### config.mk
export PLATFORM = sky130hd
export DESIGN_NAME = wdt_escalate
export DESIGN_NICKNAME = d
export VERILOG_FILES = /design/src/rtl/wdt_escalate.sv
export SDC_FILE = /design/constraint.sdc
export NUM_CORES = 1
export LEC_CHECK = 0
export BUFFER_PORTS_ARGS = -buffer_cell sky130_fd_sc_hd__clkbuf_2
export CAP_MARGIN = 20
export CORE_MARGIN = 8
export CORE_UTILIZATION = 40
export CTS_BUF_LIST = sky130_fd_sc_hd__clkbuf_8
export CTS_CLUSTER_SIZE = 14
export DETAILED_ROUTE_END_ITERATION = 12
export GPL_TIMING_DRIVEN = 1
export PLACE_DENSITY = 0.61
export SLEW_MARGIN = 20
export SYNTH_ARGS = -nofsm -noshare
export SYNTH_HDL_FRONTEND = slang
export SYNTH_SLANG_ARGS = --single-unit
export TNS_END_PERCENT = 5
### constraint.sdc
create_clock -name clk -period 2.2 [get_ports clk]
set_input_delay 0.11 -clock clk [delete_from_list [all_inputs] [get_ports clk]]
set_output_delay 0.11 -clock clk [all_outputs]
set_load 0.05 [all_outputs]
### src/rtl/wdt_escalate.sv
`timescale 1ns/1ps
module wdt_escalate #(
  parameter int BASE_LOG2 = 12,
  parameter int RST_HOLD  = 4
) (
  input  logic       clk,
  input  logic       rst_n,
  input  logic       wr_en,
  input  logic       wr_addr,
  input  logic [7:0] wr_data,
  output logic       nmi_req,
  output logic       rst_req
);
  localparam int CW = BASE_LOG2 + 7;
  localparam int HW = $clog2(RST_HOLD + 1);
  localparam logic [7:0] KEY_ARM  = 8'h5A;
  localparam logic [7:0] KEY_FIRE = 8'hA5;

  logic [CW-1:0] cnt, limit;
  logic [1:0]    per_sel;
  logic          locked, stage, armed;
  logic [HW-1:0] hcnt;

  wire holding  = (hcnt != '0);
  wire hold_end = (hcnt == HW'(1));
  wire clr_wr   = wr_en && !wr_addr && !holding;
  wire per_wr   = wr_en && wr_addr && !holding && !locked;
  wire key_ok   = clr_wr && armed && (wr_data == KEY_FIRE);

  assign limit   = CW'(1) << (BASE_LOG2 + 2 * int'(per_sel));
  wire   ovf     = !holding && (cnt >= limit - CW'(1));

  assign nmi_req = stage;
  assign rst_req = holding;

  always_ff @(posedge clk or negedge rst_n) begin
    if (!rst_n) begin
      cnt <= '0; per_sel <= '0; locked <= 1'b0;
      stage <= 1'b0; armed <= 1'b0; hcnt <= '0;
    end else if (hold_end) begin
      cnt <= '0; per_sel <= '0; locked <= 1'b0;
      stage <= 1'b0; armed <= 1'b0; hcnt <= '0;
    end else if (holding) begin
      hcnt <= hcnt - HW'(1);
    end else begin
      if (clr_wr) armed <= (wr_data == KEY_ARM);
      if (per_wr) begin
        per_sel <= wr_data[1:0];
        locked  <= 1'b1;
      end
      if (key_ok) begin
        cnt   <= '0;
        stage <= 1'b0;
      end else if (ovf) begin
        cnt <= '0;
        if (stage) begin
          stage <= 1'b0;
          armed <= 1'b0;
          hcnt  <= HW'(RST_HOLD);
        end else begin
          stage <= 1'b1;
        end
      end else begin
        cnt <= cnt + CW'(1);
      end
    end
  end
endmodule

==> impl_results.md <==
* Worst Path Buf+Inv at 0
* Antenna diodes at 0
* Global Route met1 Usage at 14.6%
* Sequential fraction of the synthesis area at 36.0%
* Initial DRC count at 63
* Final Hold Vio Count at 0
* Gr usage total at 11.2%
* Layout cells sized above 1 at 25.7%
* GR Util met2 at between 10% and 20%
* Max Cap Viol at 0
* Die width at ~84 µm
* Initial Util at 40.5%
* CP Capture Type: flop
* Leading cell type in the layout, fill and taps excluded: dfrtp_1
* Busiest grt layer: met2
* CP dominant cell by count: a21oi_2
* H-Tree Depth at 1
* Drt drc at 0
* Fillcell total at 453
* Gp weighted congestion at 0.758
* Top FF cell, synth: dfrtp_1
* Post-DRT Antenna Nets at 0
* Fin area at 2150 µm²
* Worst hold-check path type: input port to flop
* Syn Inst Count at 185
* Routed vias/inst at 5.37
* Mux share of post-synthesis cell area at 2.80%
* Root buffer cell: clkbuf_8
* Final core utilization at between 40% and 50%
* Startpoint Class: flop
* Post-synthesis register bit count at 27
* # IOs at 14
* Req. time, crit path at 2370 ps
* Relative slew slack at 52.6%
* Global route overflow at 0
* Port Buffers at 13
* Synth Area in XOR/XNOR at 7.94%
* Height of the die at about 84 µm
* Number of synthesized flops with an enable pin at 0
* Commonest cells after routing, fill and taps aside: 25 x dfrtp_1, 14 x ha_1, 13 x nor3_2, 13 x clkbuf_2
* Crit path largest cell delay at 450 ps
* Maximum VDD drop at approximately 320 µV
* Kind of critical path: flop to flop
* TritonCTS clock tree: built
* Number of antenna violations at the first check in global routing at 0
* Post-DP HPWL at 2780 µm
* Clk slew on worst S/H paths at 100 ps
* Final setup fails at 0
* Asr flop ratio synth at 100%
* Synthesized area per cell at 10.1 µm²
* Delay-heaviest family, CP: compound AO/OA/AOI/OAI gates
* Leak Pwr at 0.00101 µW
* Global-route wire length before repair at 6560 µm
* Post-CTS Setup Bufs at 0
* Status: finished, final reports clean
* Row count at 25
* Post-Route WL at about 3700 µm
* Clock buffer depth at 2
* Post-placement cell count at approximately 260
* Largest family of logic cells by synthesized area: simple AND/OR/NAND/NOR gates
* TritonRoute pass-1 iters at 4
* Vias in the first global route at approximately 1400
* Insertion delay to the later sink of the worst-skew pair at 280 ps
* Count of different cell masters after synthesis at 48
* Crit-path slowest cell: dfrtp_2
* Cell Pwr Density at 436 nW/µm²
* WL/cell at 14.2 µm
* Vias post-DR at 1417
* Layout Cells excl Fill at about 260
* Worst slew pin tran at about 710 ps
* Clock sink count at 27
* Peak Freq at 481 MHz
* Complex-gate fraction of the synthesized area at between 10% and 20%
* Area grow syn2layout at 14.7%
* CP cell instances: nor2_2 -> ha_1 -> o21a_1 -> a21oi_2 -> o21ai_1 -> a21oi_2 -> a311oi_2 -> mux2_1
* Total core area at 4630 µm²
* Final Skew at 9.92 ps
* Placed cell areas at approximately 2000 µm²
* Largest net degree at the start of global routing at 28
* Inserted Clock Buffers at 3
* Setup TNS at 0 ps
* Tmin final at 2080 ps
* Global routing usage on met3 at under 10%
* Worst Path Arrival at around 2300 ps
* Period utilization at 94.4%
* Final net count at 238
* Full die area at 7140 µm²
* Max Slew Vio Count at 0
* Mapped Area at 1880 µm²
* Synth Warn # at 0
* Post-synthesis adder-cell area fraction at 10.0%
* Simple-gate share of the synthesized area at between 20% and 30%
* Largest fanout on the critical path at 6
## registers in the layout (all words and copies together) (netlist names)
name	flops
cnt	19
hcnt	3
per_sel	2
armed	1
locked	1
nmi_req	1
## cell families (layout without fill, tap and decap cells)
logic type | after synthesis | in the layout
simple gates | 85 | 85
fa+ha+maj | 15 | 15
buf+inv | 9 | 29
other cells | 1 | 6
xor+xnor | 17 | 17
flops | 27 | 27
compound gates | 26 | 26
mux | 5 | 5
## stage by stage
stage / total power (µW) / hold WS (ps) / setup slack [ps]
4_1_cts: 941 / 114 / 16.5
6_report: 938 / 116 / 123
3_5_place_dp: 649 / 199 / 10.8
2_1_floorplan: 611 / -186 / 68.0
5_1_grt: 991 / 125 / -18.9
3_3_place_gp: 647 / 191 / 89.1
## timing repair
action | in CTS | in global routing
hold buffers | 1 | 0
setup endpoints to repair | 1 | 23
pin swaps | 0 | 5
hold endpoints to repair | 27 | 0
gates cloned | 0 | 0
gates resized for setup | 1 | 11
## worst min-delay path, cell delays in order
cell,delay (ps)
clkbuf_2,100
mux2i_1,60
nor2_1,80
## per-layer routing
layer | part of all wire (%) | up-vias
met5 | 0 | -
met4 | 1.5 | 0
met3 | 2.9 | 5
met2 | 46 | 12
met1 | 49 | 677
li1 | - | 723
## worst paths after layout
check | start | end | slack (ps) | cells after the start
min reg2reg | locked | locked | 490 | 2
max | per_sel[1] | hcnt[1] | 120 | 8
min | wr_data[0] | per_sel[0] | 120 | 3
max in group asynchronous | rst_n | per_sel[1] | 1300 | 2
min in group asynchronous | rst_n | cnt[3] | 400 | 2
max reg2reg | per_sel[1] | hcnt[1] | 120 | 8
## cell type report
class | count | area [µm²] | share of cell area, %
Clock buffer | 3 | 41.3 | 1.92
Clock inverter | 1 | 3.75 | 0.174
Inverter | 4 | 15.0 | 0.698
Multi-Input combinational cell | 154 | 1220 | 56.6
Sequential cell | 27 | 678 | 31.5
Tap cell | 54 | 67.6 | 3.14
Timing Repair Buffer | 21 | 128 | 5.93
## report_power, final
group,total (µW),switching (µW),internal [µW]
combinational,105,57.3,48.0
sequential,546,31.1,515
clock,286,161,126
## synthesized netlist by cell type, types with 2 or more instances
| master | count | share of area (%) |
|---|---|---|
| dfrtp_1 | 27 | 36 |
| nand4b_1 | 3 | 1.4 |
| nor2_1 | 14 | 2.8 |
| clkbuf_1 | 3 | 0.60 |
| ha_1 | 15 | 10 |
| mux2_1 | 2 | 1.2 |
| mux2i_1 | 3 | 1.6 |
| a31oi_1 | 4 | 1.3 |
| o21ai_0 | 5 | 1.3 |
| o21a_1 | 2 | 0.80 |
| and3_1 | 4 | 1.3 |
| nand4_1 | 4 | 1.3 |
| nor4bb_1 | 3 | 1.6 |
| nor3_2 | 11 | 5.9 |
| a21oi_1 | 3 | 0.80 |
| inv_1 | 4 | 0.80 |
| o41ai_1 | 2 | 0.93 |
| xnor2_1 | 5 | 2.3 |
| nand2_1 | 13 | 2.6 |
| nand3_1 | 8 | 2.1 |
| and4_1 | 3 | 1.4 |
| xor2_1 | 12 | 5.6 |
| nor3_1 | 10 | 2.7 |
(Power assumes the default switching activity.)
